[src/rtl/sclgen_pkg.sv]
package sclgen_pkg;
  localparam int unsigned LO_EXTRA = 7;
  localparam int unsigned HI_EXTRA = 5;

  function automatic int unsigned low_span(input int unsigned cnt);
    return cnt + LO_EXTRA;
  endfunction

  function automatic int unsigned high_span(input int unsigned cnt);
    return cnt + HI_EXTRA;
  endfunction

  function automatic int unsigned mid_index(input int unsigned span);
    return span >> 1;
  endfunction
endpackage

[src/rtl/sclgen_prescaler.sv]
module sclgen_prescaler #(
  parameter int PSC_W = 8
) (
  input  logic             clk,
  input  logic             rst_n,
  input  logic             run,
  input  logic [PSC_W-1:0] psc,
  output logic             tick
);
  logic [PSC_W-1:0] div_cnt;

  assign tick = run && (div_cnt == psc);

  always_ff @(posedge clk or negedge rst_n) begin
    if (!rst_n)      div_cnt <= '0;
    else if (!run)   div_cnt <= '0;
    else if (tick)   div_cnt <= '0;
    else             div_cnt <= div_cnt + 1'b1;
  end
endmodule

[src/rtl/sclgen_phase.sv]
module sclgen_phase #(
  parameter int PH_W = 12
) (
  input  logic            clk,
  input  logic            rst_n,
  input  logic            en,
  input  logic            start,
  input  logic            run,
  input  logic            tick,
  input  logic [PH_W-1:0] lo_len,
  input  logic [PH_W-1:0] hi_len,
  output logic            scl,
  output logic            fall_mark,
  output logic            rise_mark,
  output logic            mid_lo,
  output logic            mid_hi
);
  logic [PH_W-1:0] ph_cnt;
  logic [PH_W-1:0] cur_len;
  logic            last_tick;
  logic            mid_tick;

  assign cur_len   = scl ? hi_len : lo_len;
  assign last_tick = tick && (ph_cnt == cur_len - PH_W'(1));
  assign mid_tick  = run && tick && (ph_cnt == (cur_len >> 1));
  assign mid_lo    = mid_tick && !scl;
  assign mid_hi    = mid_tick && scl;

  always_ff @(posedge clk or negedge rst_n) begin
    if (!rst_n) begin
      scl       <= 1'b1;
      ph_cnt    <= '0;
      fall_mark <= 1'b0;
      rise_mark <= 1'b0;
    end else if (!en) begin
      scl       <= 1'b1;
      ph_cnt    <= '0;
      fall_mark <= 1'b0;
      rise_mark <= 1'b0;
    end else if (start) begin
      scl       <= 1'b0;
      ph_cnt    <= '0;
      fall_mark <= 1'b1;
      rise_mark <= 1'b0;
    end else begin
      fall_mark <= last_tick && scl;
      rise_mark <= last_tick && !scl;
      if (last_tick) begin
        scl    <= ~scl;
        ph_cnt <= '0;
      end else if (tick) begin
        ph_cnt <= ph_cnt + PH_W'(1);
      end
    end
  end
endmodule

[src/rtl/sclgen_top.sv]
module sclgen_top #(
  parameter int PSC_W = 8,
  parameter int CNT_W = 8
) (
  input  logic               clk,
  input  logic               rst_n,
  input  logic               en,
  input  logic [PSC_W-1:0]   psc_i,
  input  logic [2*CNT_W-1:0] lo_cfg_i,
  input  logic [2*CNT_W-1:0] hi_cfg_i,
  input  logic               hs_sel_i,
  output logic               scl_o,
  output logic               tick_o,
  output logic               fall_o,
  output logic               rise_o,
  output logic               mid_lo_o,
  output logic               mid_hi_o
);
  import sclgen_pkg::*;

  localparam int PH_W = CNT_W + 4;

  logic             run;
  logic             start;
  logic [PSC_W-1:0] psc_q;
  logic [PH_W-1:0]  lo_len_q;
  logic [PH_W-1:0]  hi_len_q;
  logic [CNT_W-1:0] lo_sel;
  logic [CNT_W-1:0] hi_sel;

  assign lo_sel = hs_sel_i ? lo_cfg_i[2*CNT_W-1:CNT_W] : lo_cfg_i[CNT_W-1:0];
  assign hi_sel = hs_sel_i ? hi_cfg_i[2*CNT_W-1:CNT_W] : hi_cfg_i[CNT_W-1:0];
  assign start  = en && !run;

  always_ff @(posedge clk or negedge rst_n) begin
    if (!rst_n) begin
      run      <= 1'b0;
      psc_q    <= '0;
      lo_len_q <= PH_W'(LO_EXTRA);
      hi_len_q <= PH_W'(HI_EXTRA);
    end else if (!en) begin
      run      <= 1'b0;
      psc_q    <= psc_i;
      lo_len_q <= PH_W'(low_span(32'(lo_sel)));
      hi_len_q <= PH_W'(high_span(32'(hi_sel)));
    end else begin
      run      <= 1'b1;
    end
  end

  sclgen_prescaler #(.PSC_W(PSC_W)) u_psc (
    .clk  (clk),
    .rst_n(rst_n),
    .run  (run),
    .psc  (psc_q),
    .tick (tick_o)
  );

  sclgen_phase #(.PH_W(PH_W)) u_phase (
    .clk      (clk),
    .rst_n    (rst_n),
    .en       (en),
    .start    (start),
    .run      (run),
    .tick     (tick_o),
    .lo_len   (lo_len_q),
    .hi_len   (hi_len_q),
    .scl      (scl_o),
    .fall_mark(fall_o),
    .rise_mark(rise_o),
    .mid_lo   (mid_lo_o),
    .mid_hi   (mid_hi_o)
  );
endmodule

[config.mk]
export PLATFORM = sky130hd
export DESIGN_NAME = sclgen_top
export DESIGN_NICKNAME = d
export VERILOG_FILES = /design/src/rtl/sclgen_pkg.sv /design/src/rtl/sclgen_prescaler.sv /design/src/rtl/sclgen_phase.sv /design/src/rtl/sclgen_top.sv
export SDC_FILE = /design/constraint.sdc
export NUM_CORES = 1
export LEC_CHECK = 0
export ABC_CLOCK_PERIOD_IN_PS = 3650
export CAP_MARGIN = 20
export CELL_PAD_IN_SITES_DETAIL_PLACEMENT = 1
export CELL_PAD_IN_SITES_GLOBAL_PLACEMENT = 1
export CORE_AREA = 2 2 98 100
export CTS_CLUSTER_SIZE = 30
export DETAILED_ROUTE_END_ITERATION = 12
export DIE_AREA = 0 0 100 102
export DONT_BUFFER_PORTS = 1
export PLACE_DENSITY_LB_ADDON = 0.1
export SLEW_MARGIN = 20
export SYNTH_ARGS = -nofsm -noshare
export SYNTH_HDL_FRONTEND = slang
export SYNTH_SLANG_ARGS = --single-unit
[constraint.sdc]
create_clock -name clk -period 3.65 [get_ports clk]
set_clock_uncertainty 0.2 [all_clocks]
set_input_delay 0.5475 -clock clk [delete_from_list [all_inputs] [get_ports clk]]
set_output_delay 0.5475 -clock clk [all_outputs]
set_load 0.05 [all_outputs]
Word-level counts from Yosys, hierarchy flattened
Cells that the tools add are included.
Operators by class
  add/subtract/negate cells: 5
  equality and inequality tests: 5
  muxes and demuxes: 17
  bitwise logic cells: 1
  reduce and logical (&&, ||, !) cells: 11
Operators with widths (number)
  two-way mux 12 bit: 5
  two-way mux 8 bit: 4
  adder 8 x 3 -> 9 bit, second input constant: 2
  adder 12 x 1 -> 12 bit, second input constant: 1
  == test 12 x 11 -> 1 bit: 1
  == test 12 bit: 1
  subtractor 12 x 1 -> 12 bit, second input constant: 1
  logical AND 1 bit: 9
  adder 8 x 1 -> 8 bit, second input constant: 1
  == test 8 bit: 1
  two-way mux 1 bit: 8
  inequality test 4 x 1 -> 1 bit, second input constant: 1
  inequality test 3 x 1 -> 1 bit, second input constant: 1
  zero test 1 bit: 2
  NOT 1 bit: 1
Storage, ports and cells
  flip-flop bits (word level): 56
  bits of input ports: 44
  output and inout bits: 6
  logic and storage cells: 48

Longest topological paths before layout
  word-level depth: 7
  gate-level depth with buffers: 12
  depth with buffers taken out: 8

Hierarchy
From an unflattened synthesis, not the netlist that was laid out.
Unflattened totals
  cells, all modules: 373
  area total of the unflattened synthesis: 3627.2 sq um
Modules (own cells, without submodules)
  sclgen_phase: times used 1, cells each 172, area an instance 1577.8 sq um, sequential area each 376.6 sq um
  sclgen_top: times used 1, cells each 154, area an instance 1557.7 sq um, sequential area each 681.9 sq um
  sclgen_prescaler: times used 1, cells each 47, area an instance 491.7 sq um, sequential area each 200.2 sq um

Worst setup path after synthesis
OpenSTA, ideal clock, no wires.
  path type: register to output
  start point: register u_phase.scl
  end point: output mid_hi_o
  data arrival time: 2548 ps
  required time: 2902 ps
  slack: 354 ps
  stages on the path, launching flop included: 8
  buffers on the path: 2
  cells stage by stage: dfstp_2 buf_6 buf_12 mux2_2 xor2_1 nor4_1 nand4_1 nor2_1
On the way
  longest elaborated chain between the ends: 4
RTL lines
  start, declared: line sclgen_phase.sv:12  | output logic scl,
  start signal, assigned: line sclgen_phase.sv:49  | scl <= ~scl;
  two-way mux 12 bit: line sclgen_phase.sv:23  | assign cur_len = scl ? hi_len : lo_len;
  == test 12 x 11 -> 1 bit: line sclgen_phase.sv:25  | assign mid_tick = run && tick && (ph_cnt == (cur_len >> 1));
  logical AND 1 bit: line sclgen_phase.sv:25
  logical AND 1 bit *: line sclgen_phase.sv:27  | assign mid_hi = mid_tick && scl;
  end, declared: line sclgen_top.sv:17  | output logic mid_hi_o
Mark *: on every way between the ends. The rest lies on a longest branch, timed or not.

Worst setup path in the final report
  start point: register u_phase.scl
  end point: output mid_lo_o
On the way
  longest elaborated chain between the ends: 4
  elaborated cells on any way between the ends: 5
  classes of those cells: eq/ne: 1; mux: 1; reduce/logical: 3
RTL lines
  two-way mux 12 bit: line sclgen_phase.sv:23
  == test 12 x 11 -> 1 bit: line sclgen_phase.sv:25
  logical AND 1 bit: line sclgen_phase.sv:25
  logical AND 1 bit *: line sclgen_phase.sv:26  | assign mid_lo = mid_tick && !scl;
  end, declared: line sclgen_top.sv:16  | output logic mid_lo_o,
Marks and branches as above.

==> reports/metrics.csv <==
stage;metric;value;unit
global_routing;antenna_found_initial;0;
synth;synth_top_area_share;32.48;%
worst_hold_path;hp-class;primary input to register;
synth;synth_top_cells_by_count;44 x dfrtp_1, 39 x xnor2_1, 28 x nand2_1, 18 x mux2i_1;
clocking;cts_setup_buffers;0;
drt;drc;0;
critical_path;worst_ep_required_time;2.90;ns
floorplanning;core.rowCount;35;
synth;synth_fp_nets;390;
global_routing;grt-ovfl-total;0;
finish;diodes;0;
job;cap_violations;0;
finish;area.growth.synth_to_final;7.235;%
timing;fin_setup_tns;0;ns
drt;detail-route-antenna-nets;0;
synth;synth.area.top_cells;dfrtp_1 32%, xnor2_1 10%, mux2i_1 5.3%, mux2_2 5.3%, dfstp_2 4.7%;
clocking;cts_num_sinks;50;
synth;yosysWarnings;0;
timing;final-setup-viol-count;0;
synth;ys.flop_type;dfrtp_1;
synth;synth_xor_area_share;14.69;%
power;max-vdd-ir-drop;0.1825;mV
synth;synth_top_area_cell;dfrtp_1;
floorplanning;die_w;100;µm
critical_path;r2r_cells;7;
floorplanning;coreArea;9109;µm²
synth;synth.area.mux_share;13.44;%
drt;drt-total-wl;7957;µm
global_routing;track_usage;16.50;%
synth;synth_edf_count;0;
timing;slew_violations;0;
critical_path;critPathLaunch;u_phase.scl;
drt;routedWlPerCell;17.80;µm
critical_path;end_kind;output pin;
synth;async_flop_share;100.0;%
synth;syn_area;3390;µm²
timing;period_needed;3.447;ns
timing;hold_violations;0;
clocking;clk_latency;0.30;ns
clocking;clock_path_buffers;2;
finish;fin_cells;447;
synth;synthAdderAreaFrac;1.846;%
finish;drive_above_1_share;15.77;%
synth;synth-compound-area-share;10.56;%
clocking;cts.clk_slew.worst_paths;0.09;ns
synth;yosysSeqAreaShare;37.14;%
critical_path;reg2reg_setup_slack;0.49;ns
clocking;htree_levels;2;
place;portBuffers;0;
timing;slew_headroom;56.24;%
place;dp_hpwl;6094;µm
synth;ys_types;59;
floorplanning;dieArea;10200;µm²
clocking;cts-root-buf;clkbuf_8;
timing;tightest_slew;0.6504;ns
critical_path;cp_max_fo;17;
timing;rsz0062_at_grt;false;
timing;fmax;290.1;MHz
power;leakagePower;1.397;nW
status;status;complete, no violations;
drt;drt_iter0_markers;76;
critical_path;cp-start-kind;register;
drt;avgViaCountPerCell;5.479;
finish;n_fill_cell;1055;
place;place_congestion;0.7971;
critical_path;critPathCapture;mid_lo_o;
critical_path;criticalPathCategory;register to output pin;
floorplanning;die_h;102;µm
clocking;cts_tree;done;
synth;ys_ff_latch;50;
global_routing;grt_max_degree;51;
floorplanning;ios;50;
timing;timing.final.crit_share;94.44;%
floorplanning;start_util;37.21;%
critical_path;r2r-start;u_phase.scl;
clocking;cts_buffers;5;
synth;synthSimpleGateAreaFrac;18.49;%
global_routing;grt_pass1_vias;2565;
synth;synth.most_common_cell;dfrtp_1;
synth;synth_area_per_cell;9.940;µm²
synth;synthCells;341;
synth;synth_top_family_by_area;simple AND/OR/NAND/NOR gates;
finish;final_nets;384;
place;dp.cells;437;
global_routing;grt_pass1_wl;13080;µm
power;power_density;402.4;nW/µm²
critical_path;critPathArrivalTime;2.70;ns
drt;drt_first_pass_iters;4;
critical_path;worst_r2r_endpoint;u_phase.ph_cnt[10];
drt;vias;2449;
## cell type report
type	count	area (µm²)	area share, %
Multi-Input combinational cell	266	2001	55.04
Sequential cell	50	1262	34.73
Tap cell	111	138.9	3.821
Clock buffer	6	82.58	2.272
Timing Repair Buffer	6	67.56	1.859
Clock inverter	2	60.06	1.652
Inverter	6	22.52	0.6196
## through the flow
step | setup slack, ns | hold WS [ns] | instance area [µm²] | total power, mW | utilization (%)
floorplan | 0.3541 | 0.05191 | 3390 | 0.9287 | -
global placement | 0.5152 | 0.05328 | 3451 | 0.9768 | 37.88
detailed placement | 0.4408 | 0.05329 | 3451 | 0.9813 | 37.88
CTS | 0.1089 | 0.05178 | 3631 | 1.486 | 39.86
global route | 0.03848 | 0.03801 | 3635 | 1.551 | 39.90
finish | 0.2028 | 0.06844 | 3635 | 1.463 | 39.90
## routing by layer
metal | track usage (%) | routed length [µm]
met5 | 0 | 0
met4 | 3.793 | 79
met3 | 3.146 | 306
met2 | 25.05 | 3512
met1 | 24.44 | 4058
## worst min-delay path by stage
stage / from / cells past startpoint / to / slack [ns]
global route: en / 0 / run / 0.04
finish: en / 0 / run / 0.07
CTS: en / 0 / run / 0.05
floorplan: rst_n / 0 / hi_len_q[1] / 0.05
detailed placement: rst_n / 0 / u_phase.ph_cnt[7] / 0.05
global placement: rst_n / 0 / u_phase.ph_cnt[7] / 0.05
## flip-flops by register name (all words and copies together) (netlist names)
| name | flops |
|---|---|
| u_phase.rise_mark | 1 |
| u_psc.div_cnt | 8 |
| u_phase.scl | 1 |
| u_phase.fall_mark | 1 |
| lo_len_q | 9 |
| u_phase.ph_cnt | 12 |
| run | 1 |
| psc_q | 8 |
| hi_len_q | 9 |
## kinds of logic after synthesis
| kind of cell | after synthesis |
|---|---|
| simple gates | 115 |
| xor+xnor | 56 |
| fa+ha+maj | 5 |
| buf+inv | 25 |
| compound gates | 51 |
| flops | 50 |
| mux | 39 |
## cells in the final DEF, fill, tap and decap left out, types with 8 or more instances in the layout
cell type	count
nor3_1	17
nor2_1	17
o21ai_0	17
nand4_1	9
nand2_1	28
a21oi_1	8
xor2_1	16
nand3_1	10
mux2i_1	18
mux2_2	16
dfrtp_1	44
xnor2_1	39
## power breakdown
part / total [mW] / leakage (nW) / switching (mW) / internal [mW]
Combinational: 0.320 / 0.693 / 0.168 / 0.152
Sequential: 0.664 / 0.632 / 0.0609 / 0.603
Clock: 0.479 / 0.0714 / 0.187 / 0.292
Total: 1.46 / 1.40 / 0.415 / 1.05
## critical path, stage by stage, from the launching register on
cell and delay, ns:
dfstp_4 0.76, buf_4 0.30, mux2i_1 0.41, xnor2_1 0.11, nor4_1 0.30, nand4_1 0.16, nor2_1 0.14, buf_4 0.21
## repair_timing
action	CTS	global route
gates resized for setup	0	1
hold buffers	2	0
hold endpoints to repair	50	0
endpoints found under the setup margin	0	2
No activity file was read; power rests on OpenSTA's default activity.
